[src/rtl/hb_pkg.sv]
package hb_pkg;

    typedef enum logic [1:0] {
        LEG_OFF  = 2'd0,
        LEG_HIGH = 2'd1,
        LEG_LOW  = 2'd2
    } leg_e;

    typedef struct packed {
        leg_e leg_a;
        leg_e leg_b;
        logic err;
    } chan_req_t;

    // Map one filtered input pair onto the target state of each leg.
    function automatic chan_req_t hb_decode(logic a, logic b, logic par, logic off);
        chan_req_t r;
        r.leg_a = LEG_OFF;
        r.leg_b = LEG_OFF;
        r.err   = par & (a ^ b);
        if (!off) begin
            if (par) begin
                if (!r.err) begin
                    if (a) begin
                        r.leg_a = LEG_HIGH;
                        r.leg_b = LEG_HIGH;
                    end else begin
                        r.leg_a = LEG_LOW;
                        r.leg_b = LEG_LOW;
                    end
                end
            end else begin
                case ({a, b})
                    2'b00: begin r.leg_a = LEG_LOW;  r.leg_b = LEG_LOW;  end
                    2'b01: begin r.leg_a = LEG_LOW;  r.leg_b = LEG_HIGH; end
                    2'b10: begin r.leg_a = LEG_HIGH; r.leg_b = LEG_LOW;  end
                    default: begin r.leg_a = LEG_OFF; r.leg_b = LEG_OFF; end
                endcase
            end
        end
        return r;
    endfunction

endpackage

[src/rtl/hb_glitch_filter.sv]
module hb_glitch_filter #(
    parameter int MIN_PW = 4
) (
    input  logic clk_i,
    input  logic rst_ni,
    input  logic raw_i,
    output logic filt_o
);
    localparam int CW = (MIN_PW < 2) ? 1 : $clog2(MIN_PW);

    typedef struct packed {
        logic          val;
        logic [CW-1:0] cnt;
    } filt_state_t;

    filt_state_t st_d, st_q;

    always_comb begin
        st_d = st_q;
        if (raw_i != st_q.val) begin
            if (st_q.cnt == CW'(MIN_PW - 1)) begin
                st_d.val = raw_i;
                st_d.cnt = '0;
            end else begin
                st_d.cnt = st_q.cnt + 1'b1;
            end
        end else begin
            st_d.cnt = '0;
        end
    end

    always_ff @(posedge clk_i or negedge rst_ni) begin
        if (!rst_ni) st_q <= '0;
        else         st_q <= st_d;
    end

    assign filt_o = st_q.val;

    // the filtered level only ever moves to a value the input held
    a_r8_follows_input: assert property (@(posedge clk_i) disable iff (!rst_ni)
        !$stable(filt_o) |-> (filt_o == $past(raw_i)));

endmodule

[src/rtl/hb_leg_dt.sv]
module hb_leg_dt
    import hb_pkg::*;
#(
    parameter int DEAD_CYC = 3
) (
    input  logic clk_i,
    input  logic rst_ni,
    input  leg_e target_i,
    input  logic force_i,
    output logic hi_o,
    output logic lo_o
);
    localparam int DW = $clog2(DEAD_CYC + 1);

    typedef struct packed {
        leg_e          cur;
        logic [DW-1:0] cnt;
    } leg_state_t;

    leg_state_t st_d, st_q;

    always_comb begin
        st_d = st_q;
        if (force_i) begin
            st_d.cur = LEG_OFF;
        end else if (target_i != st_q.cur) begin
            if (st_q.cur != LEG_OFF) begin
                st_d.cur = LEG_OFF;
            end else if (st_q.cnt == DW'(DEAD_CYC)) begin
                st_d.cur = target_i;
            end
        end
        if (st_d.cur == LEG_OFF) begin
            if (st_q.cnt != DW'(DEAD_CYC)) st_d.cnt = st_q.cnt + 1'b1;
        end else begin
            st_d.cnt = '0;
        end
    end

    always_ff @(posedge clk_i or negedge rst_ni) begin
        if (!rst_ni) st_q <= '{cur: LEG_OFF, cnt: '0};
        else         st_q <= st_d;
    end

    assign hi_o = (st_q.cur == LEG_HIGH);
    assign lo_o = (st_q.cur == LEG_LOW);

    // Independent gap counter, fed only by the gate outputs.
    logic [DW-1:0] gap_q;
    always_ff @(posedge clk_i or negedge rst_ni) begin
        if (!rst_ni)             gap_q <= '0;
        else if (hi_o || lo_o)   gap_q <= '0;
        else if (gap_q != DW'(DEAD_CYC)) gap_q <= gap_q + 1'b1;
    end

    // every turn-on follows a full dead gap
    a_r9_dead_gap: assert property (@(posedge clk_i) disable iff (!rst_ni)
        ($rose(hi_o) || $rose(lo_o)) |-> (gap_q == DW'(DEAD_CYC)));

    // no direct swap between the two switches of a leg
    a_r9_no_swap: assert property (@(posedge clk_i) disable iff (!rst_ni)
        $past(hi_o) |-> !lo_o);

endmodule

[src/rtl/hbridge_decoder.sv]
module hbridge_decoder
    import hb_pkg::*;
#(
    parameter int N_CH     = 2,
    parameter int MIN_PW   = 4,
    parameter int DEAD_CYC = 3
) (
    input  logic            clk_i,
    input  logic            rst_ni,
    input  logic            en_i,
    input  logic            kill_i,
    input  logic            par_i,
    input  logic [N_CH-1:0] in_a_i,
    input  logic [N_CH-1:0] in_b_i,
    output logic [N_CH-1:0] hs_a_o,
    output logic [N_CH-1:0] hs_b_o,
    output logic [N_CH-1:0] ls_a_o,
    output logic [N_CH-1:0] ls_b_o,
    output logic [N_CH-1:0] par_err_o
);
    typedef struct packed {
        logic [N_CH-1:0] err;
    } top_state_t;

    top_state_t      st_d, st_q;
    logic            force_w;
    logic [N_CH-1:0] fa_w, fb_w;
    chan_req_t       req_w [N_CH];

    assign force_w = kill_i | ~en_i;

    for (genvar c = 0; c < N_CH; c++) begin : g_ch
        hb_glitch_filter #(.MIN_PW(MIN_PW)) u_filt_a (
            .clk_i(clk_i), .rst_ni(rst_ni), .raw_i(in_a_i[c]), .filt_o(fa_w[c]));
        hb_glitch_filter #(.MIN_PW(MIN_PW)) u_filt_b (
            .clk_i(clk_i), .rst_ni(rst_ni), .raw_i(in_b_i[c]), .filt_o(fb_w[c]));

        assign req_w[c] = hb_decode(fa_w[c], fb_w[c], par_i, force_w);

        hb_leg_dt #(.DEAD_CYC(DEAD_CYC)) u_leg_a (
            .clk_i(clk_i), .rst_ni(rst_ni), .target_i(req_w[c].leg_a),
            .force_i(force_w), .hi_o(hs_a_o[c]), .lo_o(ls_a_o[c]));
        hb_leg_dt #(.DEAD_CYC(DEAD_CYC)) u_leg_b (
            .clk_i(clk_i), .rst_ni(rst_ni), .target_i(req_w[c].leg_b),
            .force_i(force_w), .hi_o(hs_b_o[c]), .lo_o(ls_b_o[c]));

        // bridge mode never closes both high sides of a channel
        a_r3_no_dual_high: assert property (@(posedge clk_i) disable iff (!rst_ni)
            !par_i |=> !(hs_a_o[c] && hs_b_o[c]));

        // a flagged channel has every switch open
        a_r5_err_opens: assert property (@(posedge clk_i) disable iff (!rst_ni)
            par_err_o[c] |-> !(hs_a_o[c] || hs_b_o[c] || ls_a_o[c] || ls_b_o[c]));
    end

    always_comb begin
        st_d = st_q;
        for (int c = 0; c < N_CH; c++) begin
            st_d.err[c] = req_w[c].err;
        end
    end

    always_ff @(posedge clk_i or negedge rst_ni) begin
        if (!rst_ni) st_q <= '0;
        else         st_q <= st_d;
    end

    assign par_err_o = st_q.err;

    // disable or kill opens all switches at the next edge
    a_r7_force_off: assert property (@(posedge clk_i) disable iff (!rst_ni)
        (kill_i || !en_i) |=> ((hs_a_o | hs_b_o | ls_a_o | ls_b_o) == '0));

endmodule

[config.mk]
export PLATFORM = sky130hd
export DESIGN_NAME = hbridge_decoder
export DESIGN_NICKNAME = d
export VERILOG_FILES = /design/src/rtl/hb_pkg.sv /design/src/rtl/hb_glitch_filter.sv /design/src/rtl/hb_leg_dt.sv /design/src/rtl/hbridge_decoder.sv
export SDC_FILE = /design/constraint.sdc
export NUM_CORES = 1
export LEC_CHECK = 0
export BUFFER_PORTS_ARGS = -buffer_cell sky130_fd_sc_hd__buf_2
export CELL_PAD_IN_SITES_DETAIL_PLACEMENT = 2
export CELL_PAD_IN_SITES_GLOBAL_PLACEMENT = 2
export CORE_MARGIN = 5
export CORE_UTILIZATION = 39
export CTS_BUF_LIST = sky130_fd_sc_hd__clkbuf_4
export DETAILED_ROUTE_END_ITERATION = 8
export GPL_TIMING_DRIVEN = 0
export PLACE_DENSITY_LB_ADDON = 0.12
export SYNTH_ARGS = -nofsm -noshare
export SYNTH_HDL_FRONTEND = slang
export SYNTH_SLANG_ARGS = --single-unit
[constraint.sdc]
create_clock -name clk_i -period 2.1 [get_ports clk_i]
set_input_delay 0.315 -clock clk_i [delete_from_list [all_inputs] [get_ports clk_i]]
set_output_delay 0.315 -clock clk_i [all_outputs]
set_load 0.01 [all_outputs]
==> results of run 1 <==
[flip-flops by register name (all words and copies together) (netlist names)]
| signal | cells |
|---|---|
| g_ch.u_filt_a.filt_o | 2 |
| g_ch.u_filt_a.st_q | 4 |
| g_ch.u_filt_b.filt_o | 2 |
| g_ch.u_filt_b.st_q | 4 |
| g_ch.u_leg_a.st_q | 8 |
| g_ch.u_leg_b.st_q | 8 |
| par_err_o | 2 |
[worst paths after layout]
kind | from | end | slack, ps
max | g_ch[0].u_filt_b.filt_o | g_ch[0].u_leg_b.st_q[0] | 180
min | rst_ni | g_ch[0].u_leg_a.st_q[0] | 20
max reg2reg | g_ch[0].u_filt_b.filt_o | g_ch[0].u_leg_b.st_q[0] | 180
min reg2reg | g_ch[0].u_filt_a.st_q[0] | g_ch[0].u_filt_a.st_q[0] | 450
max in group asynchronous | rst_ni | g_ch[0].u_filt_a.filt_o | 1570
min in group clk_i | in_a_i[0] | g_ch[0].u_filt_a.filt_o | 230
[layout make-up]
type	instances	area (um2)
Sequential cell	30	753
Inverter	4	15.0
Clock inverter	3	11.3
Timing Repair Buffer	19	97.6
Fill cell	522	2590
Clock buffer	5	37.5
Tap cell	54	67.6
Multi-Input combinational cell	134	1010
Buffer	11	81.3
[power breakdown]
| group | internal, mW | total (mW) | switching, mW |
|---|---|---|---|
| sequential | 0.798 | 0.954 | 0.156 |
| combinational | 0.641 | 1.36 | 0.715 |
| clock | 0.119 | 0.330 | 0.210 |
| total | 1.56 | 2.64 | 1.08 |
[placed cells by master (no fill, tap or decap), types with 7 or more instances in the layout]
| master | n |
|---|---|
| buf_2 | 20 |
| dfrtp_1 | 28 |
| buf_4 | 9 |
| nand2_1 | 11 |
| o21ai_0 | 7 |
| ha_1 | 16 |
| nor3_1 | 8 |
| nor2b_1 | 17 |
[cell families (layout without fill, tap and decap cells)]
logic type | count (synthesis) | after routing | share of synthesized area
AO/OA/AOI/OAI | 31 | 31 | 0.117
XOR/XNOR | 9 | 9 | 0.0428
adder cells (fa/ha/maj) | 16 | 16 | 0.109
buffers and inverters | 15 | 42 | 0.0523
flip-flops | 30 | 30 | 0.407
multiplexers | 5 | 5 | 0.0272
AND/OR/NAND/NOR | 73 | 73 | 0.244
[routing by layer]
metal	routed length, um	up-vias	global-route usage
li1	-	666	-
met1	1850	697	0.188
met2	2170	18	0.269
met3	123	7	0.0374
met4	65	0	0.0524
met5	0	-	0
[critical path, cell delays in order, from the launching register on]
cell      delay (ps)
dfrtp_1          430
inv_1            100
ha_1             350
and3b_1          260
o21a_1           200
o21ai_1          120
a211oi_2         280
nor3_2            70
[what timing repair did]
action                                  4_1_cts  5_1_grt
hold buffers                                  0        0
buffers inserted                              0        1
gates resized for setup                       1        3
endpoints found under the setup margin        2       10
hold endpoints to repair                      0        0
==> results.json, run 1 <==
{
  "drc": 0,
  "drive_above_1_share": 0.233,
  "cts.sink_count": 30,
  "synthArstFlopShare": 1.00,
  "die_w_um": 78.7,
  "cts_made_buffers": 5,
  "io-pin-count": 19,
  "tightest_slew_ps": 702,
  "vias_per_cell": 5.34,
  "clock.fmax_ghz": 0.521,
  "rsz0062_at_grt": "no",
  "fin_tns_setup_ps": 0,
  "placed_area_mm2": 0.00200,
  "synth_area_mm2": 0.00184,
  "cts_tree": "yes",
  "cp-end-kind": "flop",
  "cts_max_level": 2,
  "yosysUniqueCellTypes": 39,
  "peakVddDrop_uv": 466,
  "grt_usage": 0.155,
  "gr-total-overflow": 0,
  "synth_commonest_cells": "dfrtp_1, nor2b_1, ha_1",
  "vias": 1388,
  "grt_pass1_wl_um": 7520,
  "final_hold_viol_count": 0,
  "syn_to_final_growth_pct": 12.4,
  "crit_path_max_fanout": 4,
  "diodes": 0,
  "fin_nets": 230,
  "power_mw": 2.64,
  "layout_setup_ws_ps": 179,
  "grt_antenna_before_repair": 0,
  "slew_viol_final": 0,
  "skew_ps": 8.21,
  "antenna_left": 0,
  "clkLatencyLatePin_ps": 330,
  "initial_core_util": 0.395,
  "syn_avg_cell_area_um2": 10.3,
  "slew_headroom": 0.532,
  "routedWlPerCell_um": 16.2,
  "routabilityCongestion": 0.708,
  "final-setup-viol-count": 0,
  "hold_class": "in2async",
  "synth_top_area_frac": 0.407,
  "synth_cells": 179,
  "status": "finished clean",
  "ys_seq_area_frac": 0.407,
  "die-area_mm2": 0.00620,
  "grt_pass1_vias": 1546,
  "synth-main-ff-cell": "dfrtp_1",
  "final_util": 0.444,
  "yosysWarnings": 0,
  "synth_fp_nets": 204,
  "drt_first_pass_iters": 3,
  "first_iter_violations": 34,
  "cts.clk_slew.worst_paths_ps": 100,
  "root_buffer": "clkbuf_4",
  "yosysMostFrequentCell": "dfrtp_1",
  "pre_cts_ws_ps": -11.9,
  "io_buffers": 18,
  "synth_edf_count": 0,
  "worstSetupPathType": "reg2reg",
  "fin_area_mm2": 0.00207,
  "drv_cap": 0,
  "core_area_mm2": 0.00466,
  "power_density_mw_per_mm2": 1270,
  "core.rowCount": 25,
  "crit_required_ps": 2320,
  "dp.cells": 251,
  "fin_crit_ps": 1920,
  "routed_wl_um": 4210,
  "dpl.hpwl_um": 3250,
  "synthTopCellsByArea": "dfrtp_1, ha_1, nor2b_1, buf_4, mux2i_1",
  "cts_buffer_depth": 2,
  "fin_crit_sh": 0.915,
  "whs_ps": 19.1,
  "ys_ff_latch": 30,
  "grt_max_degree": 31,
  "fin_cells": 260,
  "chipHeight_um": 78.7,
  "r2r_cells": 7,
  "cp-start-kind": "flop",
  "arrival_ps": 2140,
  "yosys.area.top_type": "dfrtp_1",
  "p_leak_nw": 1.02
}
Power figures use the tool's default switching activity.
==> run 2, diff against run 1 <==
--- a/config.mk
+++ b/config.mk
@@ -13,6 +13,7 @@
 export CTS_BUF_LIST = sky130_fd_sc_hd__clkbuf_4
 export DETAILED_ROUTE_END_ITERATION = 8
 export GPL_TIMING_DRIVEN = 0
+export MAX_ROUTING_LAYER = met4
 export PLACE_DENSITY_LB_ADDON = 0.12
 export SYNTH_ARGS = -nofsm -noshare
 export SYNTH_HDL_FRONTEND = slang
==> run 2 against run 1 <==
  * Count of clock-buffer cells in the layout unchanged
  * Wire length rose by 0.26%
  * Sequential share of layout area did not move
  * Combinational power barely moved
  * Critical endpoint unchanged
==> results.json, run 2 (synthesized netlist as in run 1, its figures left out) <==
{
  "cts.sink_count": 30,
  "initial_core_util": 0.395,
  "slew_headroom": 0.531,
  "io_buffers": 18,
  "die-area_mm2": 0.00620,
  "cp-end-kind": "flop",
  "layout_setup_ws_ps": 179,
  "drive_above_1_share": 0.233,
  "cts_tree": "yes",
  "critPathMaxStageDelay_ps": 430,
  "gr-total-overflow": 0,
  "top_regs": "g_ch.u_leg_a.st_q: 8 flops, g_ch.u_leg_b.st_q: 8 flops",
  "drc": 0,
  "fin_cells": 260,
  "io-pin-count": 19,
  "critPathBufInv": 1,
  "whs_ps": 18.9,
  "drv_cap": 0,
  "status": "finished clean",
  "fin_crit_ps": 1920,
  "vias_per_cell": 5.34,
  "rsz0062_at_grt": "no",
  "core.rowCount": 25,
  "chipHeight_um": 78.7,
  "skew_ps": 9.32,
  "power_density_mw_per_mm2": 1280,
  "fin_tns_setup_ps": 0,
  "cts_buffer_depth": 2,
  "final_hold_viol_count": 0,
  "antenna_left": 0,
  "crit_chain": "inv_1 > ha_1 > and3b_1 > o21a_1 > o21ai_1 > a211oi_2 > nor3_2",
  "routedWlPerCell_um": 16.2,
  "dp.cells": 251,
  "worstSetupPathType": "reg2reg",
  "crit_required_ps": 2320,
  "tightest_slew_ps": 704,
  "root_buffer": "clkbuf_4",
  "clkLatencyLatePin_ps": 330,
  "critical-path-top-delay-family": "compound AO/OA/AOI/OAI gates",
  "cts_max_level": 2,
  "final-setup-viol-count": 0,
  "core_area_mm2": 0.00466,
  "layout_commonest_cell": "dfrtp_1",
  "diodes": 0,
  "pre_cts_ws_ps": -11.9,
  "vias": 1388,
  "grt_pass1_vias": 1547,
  "crit_path_max_fanout": 4,
  "first_iter_violations": 35,
  "arrival_ps": 2140,
  "syn_to_final_growth_pct": 12.4,
  "cts_hold_buf": 0,
  "routed_wl_um": 4220,
  "peakVddDrop_uv": 466,
  "grt_usage": 0.160,
  "cp_slowest_cell": "dfrtp_1",
  "p_leak_nw": 1.02,
  "dpl.hpwl_um": 3250,
  "final_cell_mix": "dfrtp_1, buf_2, nor2b_1, ha_1, nand2_1",
  "fin_crit_sh": 0.915,
  "clock.fmax_ghz": 0.521,
  "cp-start-kind": "flop",
  "cts_made_buffers": 5,
  "fin_nets": 230,
  "fillCellCount": 522,
  "die_w_um": 78.7,
  "slew_viol_final": 0,
  "cts.clk_slew.worst_paths_ps": 100,
  "drt_first_pass_iters": 3,
  "routabilityCongestion": 0.715,
  "grt_pass1_wl_um": 7510,
  "grt_max_degree": 31,
  "hold_class": "in2async",
  "grt_antenna_before_repair": 0
}
## run 2: cell counts in the layout (fill, tap and decap cells not counted)
Identical to the previous run, type by type.
## run 2: final timing paths
check	start	end	slack, ps	depth (start not counted)
max in group asynchronous	rst_ni	g_ch[0].u_filt_a.filt_o	1570	1
max reg2reg	g_ch[0].u_filt_b.filt_o	g_ch[0].u_leg_b.st_q[0]	180	7
min	rst_ni	g_ch[0].u_leg_a.st_q[0]	20	1
min in group clk_i	in_a_i[0]	g_ch[0].u_filt_a.filt_o	230	3
min reg2reg	g_ch[0].u_filt_a.st_q[0]	g_ch[0].u_filt_a.st_q[0]	450	1
max	g_ch[0].u_filt_b.filt_o	g_ch[0].u_leg_b.st_q[0]	180	7
## run 2: layer usage
metal  share of wire  GRT usage  wire length, um
met1            0.44      0.188             1860
met2            0.51      0.269             2170
met3           0.028     0.0374              119
met4           0.015     0.0524               65
met5               0          -                0
## run 2: worst register-to-register path, stage by stage, from the launching register on
cell and delay, ps:
dfrtp_1 430, inv_1 100, ha_1 350, and3b_1 260, o21a_1 200, o21ai_1 120
a211oi_2 290, nor3_2 80
## run 2: layout make-up
cell class                 count  area, um2  share of cell area
sequential                    30        753               0.364
multi-input combinational    134       1010               0.486
clock inverter                 3       11.3             0.00544
clock buffer                   5       37.5              0.0181
buffer                        11       81.3              0.0393
inverter                       4       15.0             0.00725
tap                           54       67.6              0.0326
timing repair buffer          19       97.6              0.0471
## run 2: timing repair
item                                    CTS  global route
resized for setup                         1             3
buffers inserted                          0             1
pin swaps                                 0             0
endpoints found under the setup margin    2            10
## run 2: power by group
part | internal, mW | leakage, nW | switching, mW
combinational | 0.641 | 0.608 | 0.716
clock | 0.119 | 0.0277 | 0.212
sequential | 0.798 | 0.380 | 0.156
## run 2: metrics by stage
stage	power, mW	util	cell area (um2)
3_3_place_gp	2.16	0.429	2000
4_1_cts	2.67	0.441	2060
5_1_grt	2.93	0.444	2070
6_report	2.64	0.444	2070
3_5_place_dp	2.32	0.429	2000
2_1_floorplan	1.95	-	1840
